File: src/rtl/rfc_pkg.sv
package rfc_pkg;

    typedef enum logic [2:0] {
        ST_IDLE,
        ST_HSENSE,
        ST_HRESTORE,
        ST_HWRITE,
        ST_RSENSE,
        ST_RRESTORE
    } ctrl_state_t;

endpackage

File: src/rtl/refresh_sched.sv
module refresh_sched #(
    parameter int ROWS       = 8,
    parameter int REF_ROWS   = 2,
    parameter int RETAIN_CYC = 256,
    localparam int NGROUPS   = ROWS / REF_ROWS,
    localparam int GRP_W     = (NGROUPS > 1) ? $clog2(NGROUPS) : 1,
    localparam int REF_GAP   = RETAIN_CYC / (2 * NGROUPS),
    localparam int CNT_W     = (REF_GAP > 1) ? $clog2(REF_GAP) : 1
) (
    input  logic             clk,
    input  logic             rst_n,
    input  logic             ref_mode,
    input  logic             read_done,
    input  logic             ref_done,
    output logic             ref_due,
    output logic [GRP_W-1:0] grp_ptr
);

    logic [CNT_W-1:0] gap_cnt;
    logic             due_q;
    logic             tick;
    logic             req_now;

    // interval tick only in periodic mode; after-read mode uses read completion
    assign tick    = !ref_mode && (gap_cnt == CNT_W'(REF_GAP - 1));
    assign req_now = tick || (ref_mode && read_done);
    assign ref_due = due_q || req_now;

    always_ff @(posedge clk or negedge rst_n) begin
        if (!rst_n) begin
            gap_cnt <= '0;
        end else if (ref_mode || tick) begin
            gap_cnt <= '0;
        end else begin
            gap_cnt <= gap_cnt + CNT_W'(1);
        end
    end

    always_ff @(posedge clk or negedge rst_n) begin
        if (!rst_n) begin
            due_q <= 1'b0;
        end else if (req_now) begin
            due_q <= 1'b1;
        end else if (ref_done) begin
            due_q <= 1'b0;
        end
    end

    always_ff @(posedge clk or negedge rst_n) begin
        if (!rst_n) begin
            grp_ptr <= '0;
        end else if (ref_done) begin
            if (grp_ptr == GRP_W'(NGROUPS - 1)) begin
                grp_ptr <= '0;
            end else begin
                grp_ptr <= grp_ptr + GRP_W'(1);
            end
        end
    end

endmodule

File: src/rtl/row_array.sv
module row_array #(
    parameter int ROWS       = 8,
    parameter int DATA_W     = 16,
    parameter int REF_ROWS   = 2,
    parameter int RETAIN_CYC = 256,
    localparam int NGROUPS   = ROWS / REF_ROWS,
    localparam int ROW_W     = $clog2(ROWS),
    localparam int GRP_W     = (NGROUPS > 1) ? $clog2(NGROUPS) : 1,
    localparam int AGE_W     = $clog2(RETAIN_CYC + 1)
) (
    input  logic                  clk,
    input  logic                  rst_n,
    input  logic                  sense_en,
    input  logic                  grp_mode,
    input  logic [ROW_W-1:0]      row,
    input  logic [GRP_W-1:0]      grp_idx,
    input  logic                  restore_en,
    input  logic                  hwr_en,
    input  logic [DATA_W-1:0]     hwdata,
    output logic [DATA_W-1:0]     rd_data,
    output logic [ROWS*AGE_W-1:0] age_flat
);

    logic [DATA_W-1:0] cell_rd [ROWS];
    logic [DATA_W-1:0] lane    [REF_ROWS];
    logic [ROW_W-1:0]  gidx    [REF_ROWS];

    for (genvar i = 0; i < REF_ROWS; i++) begin : g_gidx
        assign gidx[i] = ROW_W'(32'(grp_idx) * 32'(REF_ROWS) + 32'(i));
    end

    // sense amplifier latches: one word for a host read, a whole group for refresh
    always_ff @(posedge clk or negedge rst_n) begin
        if (!rst_n) begin
            for (int i = 0; i < REF_ROWS; i++) begin
                lane[i] <= '0;
            end
        end else if (sense_en) begin
            if (grp_mode) begin
                for (int i = 0; i < REF_ROWS; i++) begin
                    lane[i] <= cell_rd[gidx[i]];
                end
            end else begin
                lane[0] <= cell_rd[row];
            end
        end
    end

    assign rd_data = lane[0];

    for (genvar r = 0; r < ROWS; r++) begin : g_row
        logic              sel_row;
        logic              sel_grp;
        logic              hit_wr;
        logic              hit_sense;
        logic              expire;
        logic [DATA_W-1:0] wval;
        logic [DATA_W-1:0] cell_q;
        logic [AGE_W-1:0]  age_q;

        assign sel_row   = (row == ROW_W'(r));
        assign sel_grp   = (grp_idx == GRP_W'(r / REF_ROWS));
        assign hit_wr    = (hwr_en && sel_row) ||
                           (restore_en && (grp_mode ? sel_grp : sel_row));
        assign hit_sense = sense_en && (grp_mode ? sel_grp : sel_row);
        assign expire    = (age_q == AGE_W'(RETAIN_CYC - 1));
        assign wval      = hwr_en ? hwdata : (grp_mode ? lane[r % REF_ROWS] : lane[0]);

        // sensing is destructive and an unrefreshed row loses its charge
        always_ff @(posedge clk) begin
            if (hit_wr) begin
                cell_q <= wval;
            end else if (hit_sense || expire) begin
                cell_q <= '0;
            end
        end

        always_ff @(posedge clk or negedge rst_n) begin
            if (!rst_n) begin
                age_q <= '0;
            end else if (hit_wr) begin
                age_q <= '0;
            end else if (age_q != AGE_W'(RETAIN_CYC)) begin
                age_q <= age_q + AGE_W'(1);
            end
        end

        assign cell_rd[r]                  = cell_q;
        assign age_flat[r*AGE_W +: AGE_W]  = age_q;
    end

endmodule

File: src/rtl/ctrl_fsm.sv
module ctrl_fsm
    import rfc_pkg::*;
#(
    parameter int ROWS    = 8,
    parameter int DATA_W  = 16,
    localparam int ROW_W  = $clog2(ROWS)
) (
    input  logic              clk,
    input  logic              rst_n,
    input  logic              req_valid,
    input  logic              req_write,
    input  logic [ROW_W-1:0]  req_addr,
    input  logic [DATA_W-1:0] req_wdata,
    input  logic              ref_due,
    output logic              req_ready,
    output logic              rsp_valid,
    output logic              sense_en,
    output logic              grp_mode,
    output logic [ROW_W-1:0]  arr_row,
    output logic              restore_en,
    output logic              hwr_en,
    output logic [DATA_W-1:0] hwdata,
    output logic              read_done,
    output logic              ref_done
);

    ctrl_state_t       state_q;
    ctrl_state_t       state_d;
    logic [ROW_W-1:0]  lat_addr;
    logic [DATA_W-1:0] lat_data;
    logic              accept;

    assign accept = req_valid && req_ready;

    always_ff @(posedge clk or negedge rst_n) begin
        if (!rst_n) begin
            state_q <= ST_IDLE;
        end else begin
            state_q <= state_d;
        end
    end

    always_ff @(posedge clk or negedge rst_n) begin
        if (!rst_n) begin
            lat_addr <= '0;
            lat_data <= '0;
        end else if (accept) begin
            lat_addr <= req_addr;
            lat_data <= req_wdata;
        end
    end

    always_comb begin
        state_d = state_q;
        unique case (state_q)
            ST_IDLE: begin
                if (ref_due) begin
                    state_d = ST_RSENSE;
                end else if (req_valid) begin
                    state_d = req_write ? ST_HWRITE : ST_HSENSE;
                end
            end
            ST_HSENSE:   state_d = ST_HRESTORE;
            ST_HRESTORE: state_d = ref_due ? ST_RSENSE : ST_IDLE;
            ST_HWRITE:   state_d = ref_due ? ST_RSENSE : ST_IDLE;
            ST_RSENSE:   state_d = ST_RRESTORE;
            ST_RRESTORE: state_d = ST_IDLE;
            default:     state_d = ST_IDLE;
        endcase
    end

    always_comb begin
        req_ready  = 1'b0;
        rsp_valid  = 1'b0;
        sense_en   = 1'b0;
        grp_mode   = 1'b0;
        arr_row    = lat_addr;
        restore_en = 1'b0;
        hwr_en     = 1'b0;
        hwdata     = lat_data;
        read_done  = 1'b0;
        ref_done   = 1'b0;
        unique case (state_q)
            ST_IDLE: begin
                req_ready = !ref_due;
            end
            ST_HSENSE: begin
                sense_en = 1'b1;
            end
            ST_HRESTORE: begin
                restore_en = 1'b1;
                rsp_valid  = 1'b1;
                read_done  = 1'b1;
            end
            ST_HWRITE: begin
                hwr_en = 1'b1;
            end
            ST_RSENSE: begin
                sense_en = 1'b1;
                grp_mode = 1'b1;
            end
            ST_RRESTORE: begin
                restore_en = 1'b1;
                grp_mode   = 1'b1;
                ref_done   = 1'b1;
            end
            default: begin
                req_ready = 1'b0;
            end
        endcase
    end

endmodule

File: src/rtl/dram_refresh_ctrl.sv
module dram_refresh_ctrl #(
    parameter int ROWS       = 8,
    parameter int DATA_W     = 16,
    parameter int REF_ROWS   = 2,
    parameter int RETAIN_CYC = 256,
    localparam int NGROUPS   = ROWS / REF_ROWS,
    localparam int ROW_W     = $clog2(ROWS),
    localparam int GRP_W     = (NGROUPS > 1) ? $clog2(NGROUPS) : 1,
    localparam int AGE_W     = $clog2(RETAIN_CYC + 1)
) (
    input  logic              clk,
    input  logic              rst_n,
    input  logic              ref_mode,
    input  logic              req_valid,
    input  logic              req_write,
    input  logic [ROW_W-1:0]  req_addr,
    input  logic [DATA_W-1:0] req_wdata,
    output logic              req_ready,
    output logic              rsp_valid,
    output logic [DATA_W-1:0] rsp_data
);

    logic                  ref_due;
    logic                  ref_done;
    logic                  read_done;
    logic [GRP_W-1:0]      grp_ptr;
    logic                  sense_en;
    logic                  grp_mode;
    logic [ROW_W-1:0]      arr_row;
    logic                  restore_en;
    logic                  hwr_en;
    logic [DATA_W-1:0]     hwdata;
    logic [ROWS*AGE_W-1:0] row_age_flat;

    refresh_sched #(
        .ROWS       (ROWS),
        .REF_ROWS   (REF_ROWS),
        .RETAIN_CYC (RETAIN_CYC)
    ) u_sched (
        .clk       (clk),
        .rst_n     (rst_n),
        .ref_mode  (ref_mode),
        .read_done (read_done),
        .ref_done  (ref_done),
        .ref_due   (ref_due),
        .grp_ptr   (grp_ptr)
    );

    ctrl_fsm #(
        .ROWS   (ROWS),
        .DATA_W (DATA_W)
    ) u_fsm (
        .clk        (clk),
        .rst_n      (rst_n),
        .req_valid  (req_valid),
        .req_write  (req_write),
        .req_addr   (req_addr),
        .req_wdata  (req_wdata),
        .ref_due    (ref_due),
        .req_ready  (req_ready),
        .rsp_valid  (rsp_valid),
        .sense_en   (sense_en),
        .grp_mode   (grp_mode),
        .arr_row    (arr_row),
        .restore_en (restore_en),
        .hwr_en     (hwr_en),
        .hwdata     (hwdata),
        .read_done  (read_done),
        .ref_done   (ref_done)
    );

    row_array #(
        .ROWS       (ROWS),
        .DATA_W     (DATA_W),
        .REF_ROWS   (REF_ROWS),
        .RETAIN_CYC (RETAIN_CYC)
    ) u_array (
        .clk        (clk),
        .rst_n      (rst_n),
        .sense_en   (sense_en),
        .grp_mode   (grp_mode),
        .row        (arr_row),
        .grp_idx    (grp_ptr),
        .restore_en (restore_en),
        .hwr_en     (hwr_en),
        .hwdata     (hwdata),
        .rd_data    (rsp_data),
        .age_flat   (row_age_flat)
    );

endmodule

File: config.mk
export PLATFORM = sky130hd
export DESIGN_NAME = dram_refresh_ctrl
export DESIGN_NICKNAME = d
export VERILOG_FILES = /design/src/rtl/rfc_pkg.sv /design/src/rtl/refresh_sched.sv /design/src/rtl/row_array.sv /design/src/rtl/ctrl_fsm.sv /design/src/rtl/dram_refresh_ctrl.sv
export SDC_FILE = /design/constraint.sdc
export NUM_CORES = 1
export LEC_CHECK = 0
export BUFFER_PORTS_ARGS = -buffer_cell sky130_fd_sc_hd__buf_2
export CAP_MARGIN = 20
export CORE_ASPECT_RATIO = 0.7
export CORE_MARGIN = 2
export CORE_UTILIZATION = 41
export CTS_BUF_LIST = sky130_fd_sc_hd__clkbuf_8
export DETAILED_ROUTE_END_ITERATION = 7
export PLACE_DENSITY = 0.66
export SLEW_MARGIN = 5
export SYNTH_ARGS = -nofsm -noshare
export SYNTH_HDL_FRONTEND = slang
export SYNTH_HIERARCHICAL = 1
export SYNTH_SLANG_ARGS = --single-unit
File: constraint.sdc
create_clock -name clk -period 6.65 [get_ports clk]
set_input_delay 1.33 -clock clk [delete_from_list [all_inputs] [get_ports clk]]
set_output_delay 1.33 -clock clk [all_outputs]
set_load 0.05 [all_outputs]
==> results.cfg <==
[outcome]
status = finished clean

[global_route]
grt_usage = 0.1959
grt_overflow = 0
grt_pass1_vias = 8948
antenna_found_initial = 0
grt_max_degree = 81
grt_first_pass_wirelength_um = 52150

[worst_setup_path]
r2r_cells = 6
cp.required_ns = 6.71
cp-start-kind = flop
crit_arrival_ns = 4.07
cp_max_fo = 30
setup.worst_path.class = reg2reg
end_kind = flop

[power]
p_sw_mw = 3.316
clockPowerShare = 0.167
leakage_nw = 5.994
power_mw = 7.712
p_int_mw = 4.395
power.density_nw_per_um2 = 525.2
sw_frac_of_total = 0.4300
combinationalPowerShare = 0.423
power_frac_seq = 0.410
ir_drop_v = 0.0002876

[die]
ios = 42
die_area_sq_um = 34740
start_util = 0.4188
rows = 55
core_area_sq_um = 32550
dieHeight_um = 156.6
die_w_um = 221.9

[route]
routed_via_density = 5.538
dr.first_iter.drc_count = 1030
num_vias = 9149
ant_nets = 0
dr.pass1.iters = 5
wl_um = 33490
wire_per_inst_um = 20.27
drc_errors = 0

[clock_tree]
cts_buffer_depth = 3
cts.sinks = 262
cts_root_buf = clkbuf_8
clock_latency_ns = 0.56
cts_tree = yes
ctsResizeCount = 0
clkSlewWorstSetupHoldPaths_ns = 0.06
cts_htree_levels = 2
postCtsSetupBuffers = 0
cts_inserted_buffers = 41
postCtsHoldBufs = 0

[yosys]
synth.net_count = 1233
synth-edff-count = 128
ys.flop_type = dfrtp_1
yosysWarnings = 6
synthTopCellsByArea = edfxtp_1 (28%), dfrtp_1 (25%), mux4_2 (6.3%)
synth-async-reset-ratio = 0.5115
synthDistinctLibCells = 57
yosysMostFrequentCell = nor2_1
synth-seq-cells = 262
synth_common_cells = nor2_1 (225), dfrtp_1 (134), edfxtp_1 (128)
seq_area_frac_synth = 0.5280
synth_area_leader_cell = edfxtp_1
synthCells = 1182
netlist_area_sq_um = 13630
synth_top_cell_area_share = 0.2820
syn_area_per_cell_sq_um = 11.53

[worst_hold_path]
hp-class = reg2reg
hold_path_depth = 1

[job]
cap_violations = 0

[timing]
slew_headroom = 0.2431
final-hold-violation-count = 0
slew_viol_final = 0
worst_slew_pin_slew_ns = 1.133
max_freq_mhz = 248.9
fin_crit_sh = 0.6042
tns_ns = 0
setup_viol = 0
finalCriticalPeriod_ns = 4.018
rsz0062_at_grt = no
finClkSkew_ns = 0.03197

[placed_design]
dp.cells = 1580
routabilityCongestion = 0.8789
io_buffers = 41
place_area_sq_um = 13940
dp_hpwl_um = 22160

[cells_and_area]
stdcell_area_sq_um = 14680
layout.nets = 1247
regArea_sq_um = 7202
num_antenna_cells = 0
drive_above_1_share = 0.1559
area_growth_pct = 7.729
multiInputGateArea_sq_um = 5788
utilization = 0.4511
final_cells = 1652
n_fill_cell = 2973
-- power groups by stage --
stage | combinational (mW) | clock, mW | sequential (mW)
6_report | 3.26 | 1.29 | 3.16
5_1_grt | 3.54 | 1.40 | 3.25
4_1_cts | 3.23 | 1.33 | 3.15
3_5_place_dp | 3.21 | 0 | 3.17
3_3_place_gp | 3.14 | 0 | 3.15
2_1_floorplan | 2.74 | 0 | 2.79
-- sequential cells by signal, indices dropped and copies added, names as in the netlist --
signal / count
u_array/g_row.age_q: 72
u_array/g_row.cell_q: 128
u_array/lane: 16
u_array/rd_data: 16
u_fsm/arr_row: 3
u_fsm/hwdata: 16
u_fsm/state_q: 3
u_sched/due_q: 1
u_sched/gap_cnt: 5
u_sched/grp_ptr: 2
-- metrics by stage --
step | hold slack (ns) | setup WS [ns]
floorplan | 0.4309 | 2.814
global placement | 0.4481 | 2.769
detailed placement | 0.4516 | 2.761
CTS | 0.4592 | 2.642
global route | 0.4777 | 2.531
finish | 0.4590 | 2.632
-- metal layers --
metal	vias to the layer above	part of all wire	GRT usage
li1	4205	-	-
met1	4449	0.47	0.2934
met2	442	0.41	0.2818
met3	53	0.10	0.04750
met4	0	0.020	0.05373
met5	-	0	0
-- layout make-up --
type	instances	area share
Inverter	37	0.009458
Tap cell	427	0.03638
Sequential cell	262	0.4905
Multi-Input combinational cell	804	0.3942
Clock inverter	28	0.009288
Clock buffer	44	0.04124
Timing Repair Buffer	50	0.01900
-- cells by family (layout without fill, tap and decap cells) --
kind of cell | Yosys count | in the layout | synth area share
and+or+nand+nor | 453 | 453 | 0.1511
DFF | 262 | 262 | 0.5280
muxes | 142 | 142 | 0.1471
AOI/OAI and AO/OA | 132 | 132 | 0.06848
buffers and inverters | 116 | 159 | 0.04847
xor gates and xnor gates | 50 | 50 | 0.03213
adders and majority gates | 27 | 27 | 0.02478
-- critical path: stages, from the launching register on --
cell and delay (ns):
dfrtp_1 0.49, nor2b_4 0.18, buf_4 0.30, and2_1 0.28
or2_2 0.47, a32oi_2 0.93, nand2_1 0.86
-- placed cells by master, fill, tap and decap left out, types with 4 or more instances in the layout --
cell type,n
a21oi_1,65
a22o_1,4
a22oi_1,12
a32o_1,4
and3_1,16
buf_2,40
buf_4,9
clkbuf_8,44
clkinv_1,10
clkinv_2,4
dfrtp_1,132
edfxtp_1,128
ha_1,27
inv_1,50
mux2_2,10
mux2_4,19
mux2i_1,75
mux4_2,38
nand2_1,91
nand2b_1,12
nand3_1,34
nand3b_1,9
nand4_1,10
nor2_1,224
nor2b_1,17
nor3_1,8
nor3b_1,4
nor4_1,4
nor4b_1,8
o211ai_1,7
o21ai_1,8
o22a_1,7
o22ai_1,4
xnor2_1,39
xor2_1,11
-- final timing paths --
check	from	end	slack, ns
max	u_fsm/state_q[2]	u_array/g_row[6].cell_q[4]	2.63
min	u_sched/gap_cnt[0]	u_sched/gap_cnt[0]	0.46
max reg2reg	u_fsm/state_q[2]	u_array/g_row[6].cell_q[4]	2.63
min reg2reg	u_sched/gap_cnt[0]	u_sched/gap_cnt[0]	0.46
max in group asynchronous	rst_n	u_array/g_row[6].age_q[4]	4.56
min in group asynchronous	rst_n	u_array/g_row[0].age_q[2]	0.85
(Power assumes the default switching activity.)
